===== config.mk =====
export PLATFORM = sky130hd
export DESIGN_NAME = gpio_mux_port
export DESIGN_NICKNAME = d
export VERILOG_FILES = /design/src/rtl/gpio_mux_pkg.sv /design/src/rtl/gpio_sync.sv /design/src/rtl/gpio_edge_flags.sv /design/src/rtl/gpio_pin_mux.sv /design/src/rtl/gpio_mux_port.sv
export SDC_FILE = /design/constraint.sdc
export NUM_CORES = 1
export LEC_CHECK = 0
export ABC_CLOCK_PERIOD_IN_PS = 2100
export BUFFER_PORTS_ARGS = -buffer_cell sky130_fd_sc_hd__buf_2
export CAP_MARGIN = 20
export CORE_UTILIZATION = 55
export DETAILED_ROUTE_END_ITERATION = 8
export GPL_TIMING_DRIVEN = 0
export PLACE_DENSITY = 0.91
export SYNTH_ARGS = -nofsm -noshare
export SYNTH_HDL_FRONTEND = slang
export SYNTH_SLANG_ARGS = --single-unit
export TNS_END_PERCENT = 10

===== constraint.sdc =====
create_clock -name clk_i -period 2.1 [get_ports clk_i]
set_input_delay 0 -clock clk_i [delete_from_list [all_inputs] [get_ports clk_i]]
set_output_delay 0 -clock clk_i [all_outputs]
set_load 0.005 [all_outputs]

===== src/rtl/gpio_mux_pkg.sv =====
// Package: shared register map and control-bit positions for the shared-pin GPIO port.
// Assumes: one register port with a 3-bit word address.
package gpio_mux_pkg;
    localparam int REG_AW = 3;

    typedef enum logic [REG_AW-1:0] {
        RA_DATA = 3'd0,
        RA_DIR  = 3'd1,
        RA_IE   = 3'd2,
        RA_POL  = 3'd3,
        RA_FLAG = 3'd4,
        RA_CTRL = 3'd5,
        RA_OCST = 3'd6
    } reg_addr_e;

    localparam int CTRL_IRQ_EN  = 0;
    localparam int CTRL_OC_IE   = 1;
    localparam int CTRL_TRIG_EN = 2;
    localparam int CTRL_W       = 3;
endpackage


===== src/rtl/gpio_sync.sv =====
// Module: multi-stage synchronizer for a vector of asynchronous pad inputs.
// Assumes: every bit is an independent level; STAGES >= 2; reset clears the chain to 0.
module gpio_sync #(
    parameter int W      = 8,
    parameter int STAGES = 2
) (
    input  logic         clk_i,
    input  logic         rst_ni,
    input  logic [W-1:0] async_i,
    output logic [W-1:0] sync_o
);
    logic [W-1:0] chain_q [STAGES];

    for (genvar s = 0; s < STAGES; s++) begin : g_stage
        if (s == 0) begin : g_first
            // first stage captures the raw pad level
            always_ff @(posedge clk_i) begin
                if (!rst_ni) chain_q[0] <= '0;
                else         chain_q[0] <= async_i;
            end
        end else begin : g_next
            // later stages settle metastability
            always_ff @(posedge clk_i) begin
                if (!rst_ni) chain_q[s] <= '0;
                else         chain_q[s] <= chain_q[s-1];
            end
        end
    end

    assign sync_o = chain_q[STAGES-1];
endmodule


===== src/rtl/gpio_edge_flags.sv =====
// Module: per-pin edge detector with selectable polarity and sticky write-1-to-clear flags.
// Assumes: sync_i is already in the clock domain; a set and a clear in the same cycle leave the flag set.
module gpio_edge_flags #(
    parameter int W = 8
) (
    input  logic         clk_i,
    input  logic         rst_ni,
    input  logic [W-1:0] sync_i,
    input  logic [W-1:0] pol_i,
    input  logic [W-1:0] clr_i,
    output logic [W-1:0] flag_o
);
    logic [W-1:0] prev_q;
    logic [W-1:0] hit;

    // remember last synchronized level for edge comparison
    always_ff @(posedge clk_i) begin
        if (!rst_ni) prev_q <= '0;
        else         prev_q <= sync_i;
    end

    // select rising or falling edge per pin
    always_comb begin
        for (int i = 0; i < W; i++) begin
            hit[i] = pol_i[i] ? (sync_i[i] & ~prev_q[i]) : (~sync_i[i] & prev_q[i]);
        end
    end

    // sticky flags: edge sets, software write of 1 clears
    always_ff @(posedge clk_i) begin
        if (!rst_ni) flag_o <= '0;
        else         flag_o <= hit | (flag_o & ~clr_i);
    end
endmodule


===== src/rtl/gpio_pin_mux.sv =====
// Module: per-pin ownership arbiter; request input over PWM over GPIO, plus over-current pull-low.
// Assumes: IRQ_PIN and SUPPLY_PIN are valid pin indices; purely combinational.
module gpio_pin_mux #(
    parameter int W          = 8,
    parameter int IRQ_PIN    = 7,
    parameter int SUPPLY_PIN = 0
) (
    input  logic [W-1:0] dir_i,
    input  logic [W-1:0] data_i,
    input  logic [W-1:0] pwm_en_i,
    input  logic [W-1:0] pwm_lvl_i,
    input  logic         irq_fn_en_i,
    input  logic         oc_force_i,
    output logic [W-1:0] out_o,
    output logic [W-1:0] oe_o
);
    for (genvar i = 0; i < W; i++) begin : g_pin
        logic own_out;
        logic own_oe;
        if (i == IRQ_PIN) begin : g_irq
            // request function forces this pin to input
            always_comb begin
                if (irq_fn_en_i)      begin own_oe = 1'b0; own_out = 1'b0;         end
                else if (pwm_en_i[i]) begin own_oe = 1'b1; own_out = pwm_lvl_i[i]; end
                else                  begin own_oe = dir_i[i]; own_out = data_i[i]; end
            end
        end else begin : g_plain
            // PWM wins over GPIO
            always_comb begin
                if (pwm_en_i[i]) begin own_oe = 1'b1; own_out = pwm_lvl_i[i]; end
                else             begin own_oe = dir_i[i]; own_out = data_i[i]; end
            end
        end
        if (i == SUPPLY_PIN) begin : g_sup
            assign out_o[i] = own_out & ~oc_force_i;
        end else begin : g_nsup
            assign out_o[i] = own_out;
        end
        assign oe_o[i] = own_oe;
    end
endmodule


===== src/rtl/gpio_mux_port.sv =====
// Module: top of the shared-pin GPIO port: register file, read-back mux, synchronizer,
// edge flags, trigger routing, over-current latch and pin arbitration.
// Assumes: register port is single-cycle, writes at clock edge, reads combinational.
module gpio_mux_port
    import gpio_mux_pkg::*;
#(
    parameter int NPINS       = 8,
    parameter int IRQ_PIN     = 7,
    parameter int TRIG_PIN    = 6,
    parameter int SUPPLY_PIN  = 0,
    parameter int SYNC_STAGES = 2
) (
    input  logic              clk_i,
    input  logic              rst_ni,
    input  logic              reg_we_i,
    input  logic [REG_AW-1:0] reg_addr_i,
    input  logic [NPINS-1:0]  reg_wdata_i,
    output logic [NPINS-1:0]  reg_rdata_o,
    input  logic [NPINS-1:0]  pwm_en_i,
    input  logic [NPINS-1:0]  pwm_lvl_i,
    input  logic [NPINS-1:0]  pin_in_i,
    input  logic              oc_event_i,
    output logic [NPINS-1:0]  pin_out_o,
    output logic [NPINS-1:0]  pin_oe_o,
    output logic              pin_irq_o,
    output logic              irq_req_o,
    output logic              trig_o,
    output logic              oc_irq_o
);
    localparam int PADW = NPINS - CTRL_W;

    logic [NPINS-1:0]  data_q, dir_q, ie_q, pol_q;
    logic [CTRL_W-1:0] ctrl_q;
    logic              oc_flag_q;
    logic [NPINS-1:0]  pin_sync, pin_flag, flag_clr;
    reg_addr_e         addr;
    logic              ctrl_irq_en;

    assign addr        = reg_addr_e'(reg_addr_i);
    assign ctrl_irq_en = ctrl_q[CTRL_IRQ_EN];

    // configuration registers written by software
    always_ff @(posedge clk_i) begin
        if (!rst_ni) begin
            data_q <= '0;
            dir_q  <= '0;
            ie_q   <= '0;
            pol_q  <= '0;
            ctrl_q <= '0;
        end else if (reg_we_i) begin
            case (addr)
                RA_DATA: data_q <= reg_wdata_i;
                RA_DIR:  dir_q  <= reg_wdata_i;
                RA_IE:   ie_q   <= reg_wdata_i;
                RA_POL:  pol_q  <= reg_wdata_i;
                RA_CTRL: ctrl_q <= reg_wdata_i[CTRL_W-1:0];
                default: ;
            endcase
        end
    end

    // over-current latch: event sets, write of 1 clears, set wins
    always_ff @(posedge clk_i) begin
        if (!rst_ni) oc_flag_q <= 1'b0;
        else if (oc_event_i) oc_flag_q <= 1'b1;
        else if (reg_we_i && addr == RA_OCST && reg_wdata_i[0]) oc_flag_q <= 1'b0;
    end

    // flag clear mask from a write to the flag register
    assign flag_clr = (reg_we_i && addr == RA_FLAG) ? reg_wdata_i : '0;

    gpio_sync #(
        .W      (NPINS),
        .STAGES (SYNC_STAGES)
    ) i_sync (
        .clk_i   (clk_i),
        .rst_ni  (rst_ni),
        .async_i (pin_in_i),
        .sync_o  (pin_sync)
    );

    gpio_edge_flags #(
        .W (NPINS)
    ) i_edges (
        .clk_i  (clk_i),
        .rst_ni (rst_ni),
        .sync_i (pin_sync),
        .pol_i  (pol_q),
        .clr_i  (flag_clr),
        .flag_o (pin_flag)
    );

    gpio_pin_mux #(
        .W          (NPINS),
        .IRQ_PIN    (IRQ_PIN),
        .SUPPLY_PIN (SUPPLY_PIN)
    ) i_mux (
        .dir_i       (dir_q),
        .data_i      (data_q),
        .pwm_en_i    (pwm_en_i),
        .pwm_lvl_i   (pwm_lvl_i),
        .irq_fn_en_i (ctrl_irq_en),
        .oc_force_i  (oc_flag_q),
        .out_o       (pin_out_o),
        .oe_o        (pin_oe_o)
    );

    // register read-back; data reads pin level for input bits
    always_comb begin
        case (addr)
            RA_DATA: reg_rdata_o = (data_q & dir_q) | (pin_sync & ~dir_q);
            RA_DIR:  reg_rdata_o = dir_q;
            RA_IE:   reg_rdata_o = ie_q;
            RA_POL:  reg_rdata_o = pol_q;
            RA_FLAG: reg_rdata_o = pin_flag;
            RA_CTRL: reg_rdata_o = {{PADW{1'b0}}, ctrl_q};
            RA_OCST: reg_rdata_o = {{(NPINS-1){1'b0}}, oc_flag_q};
            default: reg_rdata_o = '0;
        endcase
    end

    assign pin_irq_o = |(pin_flag & ie_q);
    assign irq_req_o = ctrl_irq_en & ~pin_sync[IRQ_PIN];
    assign trig_o    = ctrl_q[CTRL_TRIG_EN] & pin_sync[TRIG_PIN];
    assign oc_irq_o  = oc_flag_q & ctrl_q[CTRL_OC_IE];
endmodule


==> metrics, run 1 <==
number of distinct library cell variants in the gate-level netlist after synthesis=37; Total Routing Usage GR=0.280; CTS H-Tree Depth=3; max-capacitance violation count=0; Synth top area share=0.416; number of search-and-repair iterations in the first detailed-routing pass=5; total number of vias=2,931; worst min path class=input pin to flip-flop; top-level I/O count=67; shortest period the worst path allows=approximately 1.7 ns; crit start category=flip-flop; Routability Congestion=~0.86; Inserted Diodes=0; setup TNS after final layout=0 ns; cell type with the largest total area after synthesis=sky130_fd_sc_hd__dfxtp_1; Clock transition at path regs=around 0.07 ns; upper clock frequency limit=roughly 590 MHz; Syn Area/Cell=9.44 µm²; Critical Path Sink Type=output port; post-route fraction of the period consumed by the critical path=0.800; area post-placement=3690 µm²; ys async rst share=0; worst vdd rail ir drop=between 0.5 and 0.6 mV; maximum number of buffers from clock root to sink=2; run status=finished, final reports clean; number of buffers added for setup after CTS=0; via/cell ratio=5.69; Die H=79.2 µm; violation count after the first detailed-route iteration=between 150 and 200; via count of the first global-routing pass=2,729; data required time at the worst endpoint=2.10 ns; number of standard cells after synthesis=approximately 350; number of setup violations in the final report=0; Main synth FF type=sky130_fd_sc_hd__dfxtp_1; Cell Area, Synth=3280 µm²; TritonCTS clock tree=built; wire length of the first global-routing pass=about 13 mm; post-cts resize count=0; top cells by area, synth=sky130_fd_sc_hd__dfxtp_1, sky130_fd_sc_hd__mux2i_1, sky130_fd_sc_hd__and2_1, sky130_fd_sc_hd__nand2_1, sky130_fd_sc_hd__nor2b_1; CTS Root Cell=sky130_fd_sc_hd__clkbuf_8; worst-path maximum fanout=4; final hold violation count=0; static leakage=1.68 nW; Initial Util=0.584; Detail Route Antenna Nets=0; cell area after layout=about 4100 µm²; unrepaired setup endpoints after global routing=false; number of warning messages in the yosys log=0; Final HPWL DP=5.63 mm; CTS buffer count=9; Setup Crit Path Kind=flip-flop to output port; sequential area share after synthesis=0.416; largest net degree at the start of global routing=12; source-to-sink clock delay at the later pin of the worst-skew pair=0.34 ns; global route total overflow=0; synthesis-to-layout area growth=24.1%; routed len/inst=roughly 16 µm; floorplan row count=27; sum of routed wire length over all layers=8.34 mm; share of final-layout standard cells stronger than drive strength 1=0.291; Net count, final=478; Rel. slew slack=0.556; Die Outline Area=6270 µm²; number of synthesized flops with an enable pin=0; Pwr per Cell Area=690 nW/µm²; count of clock tree sinks=between 60 and 70; post-detailed-route DRC marker count=0; Clock Skew=0.00589 ns; horizontal extent of the die=79.2 µm; cts hold-fix bufs=17; number of nets produced by synthesis=roughly 390; IO Port Bufs=64; area of the core=5610 µm²; arrival time reported for the critical path endpoint=1.68 ns; transition time at the pin with the least slew margin=roughly 0.66 ns; number of max-slew violations in the final report=0; FF+latch count, synth=approximately 70; antenna violations before repair=0
[final timing paths]
kind / start / endpoint / slack, ns / depth (start not counted)
worst max register to register: i_sync.chain_q[1][1] / i_edges.flag_o[1] / 1.12 / 3
worst max-delay path: dir_q[0] / reg_rdata_o[0] / 0.42 / 4
worst min register to register: i_sync.chain_q[0][6] / i_sync.chain_q[1][6] / 0.43 / 1
worst min-delay path: rst_ni / i_sync.chain_q[0][2] / 0.1 / 2
[flip-flops by register name, summed over array words and instances, names as in the netlist]
| register | flops |
|---|---|
| ctrl_q | 3 |
| data_q | 8 |
| dir_q | 8 |
| i_edges.flag_o | 8 |
| i_edges.prev_q | 8 |
| i_sync.chain_q | 16 |
| ie_q | 8 |
| oc_flag_q | 1 |
| pol_q | 8 |
[cells in the mapped netlist, types with 3 or more instances]
library cell,instances
sky130_fd_sc_hd__dfxtp_1,68
sky130_fd_sc_hd__nand2_1,42
sky130_fd_sc_hd__mux2i_1,31
sky130_fd_sc_hd__and2_1,26
sky130_fd_sc_hd__nor2b_1,22
sky130_fd_sc_hd__buf_4,18
sky130_fd_sc_hd__a21boi_0,16
sky130_fd_sc_hd__nand2b_1,12
sky130_fd_sc_hd__mux2_2,11
sky130_fd_sc_hd__o21a_1,11
sky130_fd_sc_hd__clkbuf_1,9
sky130_fd_sc_hd__nor2_1,9
sky130_fd_sc_hd__o22ai_1,9
sky130_fd_sc_hd__or2_2,9
sky130_fd_sc_hd__a21boi_1,8
sky130_fd_sc_hd__a22oi_1,7
sky130_fd_sc_hd__buf_2,5
sky130_fd_sc_hd__o21ai_0,5
sky130_fd_sc_hd__o221ai_1,4
sky130_fd_sc_hd__and4bb_2,3
sky130_fd_sc_hd__nand3_1,3
[where the power goes]
group	internal (mW)	total [mW]	switching (mW)
logic	0.178	0.326	0.148
clock network	0.639	1.12	0.481
registers	1.33	1.36	0.0321
[worst max-delay path, cell delays in order (launching register included)]
cell                       delay, ns
sky130_fd_sc_hd__dfxtp_1        0.40
sky130_fd_sc_hd__mux2_2         0.35
sky130_fd_sc_hd__a221oi_1       0.31
sky130_fd_sc_hd__a32oi_1        0.12
sky130_fd_sc_hd__buf_2          0.16
[metal layers]
layer,vias up,track usage,routed length [µm]
li1,1371,-,-
met1,1374,0.318,3370
met2,156,0.483,4000
met3,30,0.0770,755
met4,0,0.133,216
met5,-,0,0
[placed cells by master (no fill, tap or decap), types with 11 or more instances in the layout]
cell | Yosys | routed
sky130_fd_sc_hd__dfxtp_1 | 68 | 68
sky130_fd_sc_hd__nand2_1 | 42 | 42
sky130_fd_sc_hd__nand2b_1 | 12 | 12
sky130_fd_sc_hd__o21a_1 | 11 | 11
sky130_fd_sc_hd__and2_1 | 26 | 26
sky130_fd_sc_hd__buf_2 | 5 | 69
sky130_fd_sc_hd__mux2_2 | 11 | 11
sky130_fd_sc_hd__mux2i_1 | 31 | 31
sky130_fd_sc_hd__clkbuf_8 | 0 | 12
sky130_fd_sc_hd__nor2b_1 | 22 | 22
sky130_fd_sc_hd__dlygate4sd3_1 | 0 | 17
sky130_fd_sc_hd__buf_4 | 18 | 18
sky130_fd_sc_hd__a21boi_0 | 16 | 16
[metrics by stage]
stage / util / hold slack [ns] / setup WS [ns] / std cells / power, mW
floorplan: - / 0.124 / 1.07 / 347 / 1.56
global placement: 0.657 / 0.204 / 0.796 / 483 / 1.67
detailed placement: 0.657 / 0.210 / 0.750 / 483 / 1.68
CTS: 0.725 / 0.0855 / 0.438 / 515 / 2.81
global route: 0.725 / 0.105 / 0.354 / 515 / 2.90
finish: 0.725 / 0.0985 / 0.419 / 515 / 2.81
[kinds of logic (layout without fill, tap and decap cells)]
logic type             Yosys count  after routing  synth area share
flip-flops                      68             68             0.416
AO/OA/AOI/OAI                   67             67             0.150
buffers and inverters           36            132            0.0699
multiplexers                    42             42             0.133
AND/OR/NAND/NOR                134            134             0.231
[final cells by class]
type / instances / area (µm²)
inverter: 1 / 3.75
multi-input combinational: 243 / 1690
clock buffer: 12 / 165
clock inverter: 3 / 45.0
buffer: 35 / 225
sequential: 68 / 1360
tap: 72 / 90.1
fill: 406 / 1540
timing repair buffer: 81 / 490
No activity file was read; power rests on OpenSTA's default activity.
==> run 2: changes to the inputs <==
ABC_CLOCK_PERIOD_IN_PS = 1400   (was 2100)
CORE_UTILIZATION = 49   (was 55)
PLACE_DENSITY = 0.86   (was 0.91)
clock period = 1.4 ns   (was 2.1 ns; I/O delays follow)
==> run 2 against run 1 <==
The flow now finishes with violations (setup timing). Die area up 12%. Highest routed layer unchanged. Sequential power up 50%. Power up 50%.
==> metrics, run 2 (same netlist as run 1, synthesis figures left out) <==
data required time at the worst endpoint=1.40 ns (-0.70 ns); Total Power Consumption=4.20 mW (+50%); register containing the most flip-flops in the final layout=i_sync.chain_q; transition time at the pin with the least slew margin=0.605 ns (-0.0575 ns); Reg2Reg Depth=3 (unchanged); CTS Root Cell=sky130_fd_sc_hd__clkbuf_8; Crit. Startpoint=dir_q[4]; crit path to=reg_rdata_o[4]; via/cell ratio=5.43 (-4.5%); routed len/inst=15.9 µm (-1.9%); global route total overflow=0 (unchanged); Clock transition at path regs=0.07 ns (about the same); number of cells after detailed placement=488 (+1.0%); crit start category=flip-flop; fraction of met3 tracks used by global routing=0.0593 (-0.0177); maximum number of buffers from clock root to sink=2 (unchanged); final hold violation count=0 (unchanged); horizontal extent of the die=83.8 µm (+5.8%); antenna violations before repair=0 (unchanged); Routability Congestion=0.860 (+0.47%); Clock Skew=0.00614 ns (+0.000245 ns); number of non-filler instances in the completed layout=523 (+1.6%); worst vdd rail ir drop=0.718 mV (+39%); unrepaired setup endpoints after global routing=true; count of clock tree sinks=68 (unchanged); run status=finished, violations left; Total Routing Usage GR=0.239 (-0.0410); max reg flops=16 (unchanged); post-layout worst setup margin=-0.0729 ns (-0.492 ns); setup TNS after final layout=-0.259 ns (-0.259 ns); CTS buffer count=9 (unchanged); TritonCTS clock tree=built; IO Port Bufs=64 (unchanged); wire length of the first global-routing pass=13.1 mm (-0.11%); static leakage=1.70 nW (+1.5%); area of the core=6390 µm² (+14%); Initial Util=0.513 (-0.0712); area post-placement=3690 µm² (+0.17%); via count of the first global-routing pass=2,658 (-2.6%); number of setup violations in the final report=4 (+4); worst-path maximum fanout=4 (unchanged); largest net degree at the start of global routing=12 (unchanged); violations in the final reports=setup timing; shortest period the worst path allows=1.47 ns; reg2reg start=i_sync.chain_q[1][2]; number of max-slew violations in the final report=0 (unchanged); Net count, final=480 (+0.42%); floorplan row count=29 (+7.4%); top-level I/O count=67 (unchanged); arrival time reported for the critical path endpoint=1.47 ns (-0.21 ns); max-capacitance violation count=0 (unchanged); Die H=83.8 µm (+5.8%); violation count after the first detailed-route iteration=222 (+16%); CTS H-Tree Depth=3 (unchanged); cell area after layout=4110 µm² (+1.1%); post-route worst hold slack=0.0780 ns (-0.0206 ns); worst min path class=input pin to flip-flop; global route hottest layer=met2; Pwr per Cell Area=1020 nW/µm² (+48%); Setup Crit Path Kind=flip-flop to output port; met1 demand-to-capacity share in global routing=0.310 (-0.00709); Critical Path Sink Type=output port; post-detailed-route DRC marker count=0 (unchanged); number of search-and-repair iterations in the first detailed-routing pass=5 (unchanged); commonest cells after routing, fill and taps aside=sky130_fd_sc_hd__buf_2, sky130_fd_sc_hd__dfxtp_1, sky130_fd_sc_hd__nand2_1; M2 GR Usage=0.384 (-0.0984); sum of routed wire length over all layers=8.31 mm (-0.36%); synthesis-to-layout area growth=25.5%; Final HPWL DP=5.70 mm (+1.2%); most frequent standard cell in the layout excluding fill and tap cells=sky130_fd_sc_hd__buf_2; Rel. slew slack=0.595 (+0.0385); Detail Route Antenna Nets=0 (unchanged); total number of vias=2,842 (-3.0%); Inserted Diodes=0 (unchanged); destination of the worst register-to-register timing path=i_edges.flag_o[2]; post-route fraction of the period consumed by the critical path=1.05; upper clock frequency limit=679 MHz; share of final-layout standard cells stronger than drive strength 1=0.316 (+0.0249); Die Outline Area=7020 µm² (+12%); source-to-sink clock delay at the later pin of the worst-skew pair=0.34 ns (about the same); r2r setup slk=0.49 ns (-0.63 ns)
## run 2: how the worst min path moves through the flow
| stage | start | endpoint | slack (ns) | cells past startpoint |
|---|---|---|---|---|
| after CTS | rst_ni | i_sync.chain_q[0][7] | 0.08 | 2 |
| after global placement | pin_in_i[2] | i_sync.chain_q[0][2] | 0.21 | 2 |
| after global routing | rst_ni | i_sync.chain_q[0][2] | 0.1 | 2 |
| after detailed placement | pin_in_i[1] | i_sync.chain_q[0][1] | 0.21 | 2 |
| final | rst_ni | i_sync.chain_q[0][1] | 0.08 | 2 |
| after floorplan | oc_event_i | oc_flag_q | 0.12 | 1 |
## run 2: layout make-up
type / instances / area [µm²]
Fill cell: 528 / 2270
Tap cell: 77 / 96.3
Timing Repair Buffer: 83 / 505
Buffer: 35 / 225
Multi-Input combinational cell: 243 / 1700
Clock buffer: 12 / 155
Clock inverter: 4 / 47.5
Sequential cell: 68 / 1370
Inverter: 1 / 3.75
## run 2: per-stage QoR
stage / utilization / setup slack [ns]
3_5_place_dp: 0.578 / 0.0420
6_report: 0.644 / -0.0729
4_1_cts: 0.640 / -0.0969
5_1_grt: 0.644 / -0.149
3_3_place_gp: 0.578 / 0.111
2_1_floorplan: - / 0.372
## run 2: critical path, cell delays in order (launching register included)
cell and delay [ns]:
sky130_fd_sc_hd__dfxtp_2 0.36, sky130_fd_sc_hd__mux2_2 0.34, sky130_fd_sc_hd__mux2i_1 0.12, sky130_fd_sc_hd__o221ai_1 0.15, sky130_fd_sc_hd__buf_2 0.16
## run 2: layer usage
layer,vias up,part of all wire,wire [µm]
li1,1376,-,-
met1,1337,0.44,3630
met2,118,0.47,3900
met3,11,0.079,656
met4,0,0.014,117
met5,-,0,0
## run 2: report_power, final
part / total [mW] / switching, mW / internal (mW) / leakage [nW]
clock network: 1.67 / 0.754 / 0.915 / 0.102
logic: 0.495 / 0.224 / 0.271 / 1.04
registers: 2.04 / 0.0458 / 1.99 / 0.558
## run 2: timing repair
item / in CTS / in global routing
setup buffers: 1 / 1
setup endpoints to repair: 5 / 7
endpoints found under the hold margin: 34 / 0
hold buffers: 17 / 0
pin swaps: 3 / 2
gates cloned: 0 / 0
gates resized for setup: 6 / 11
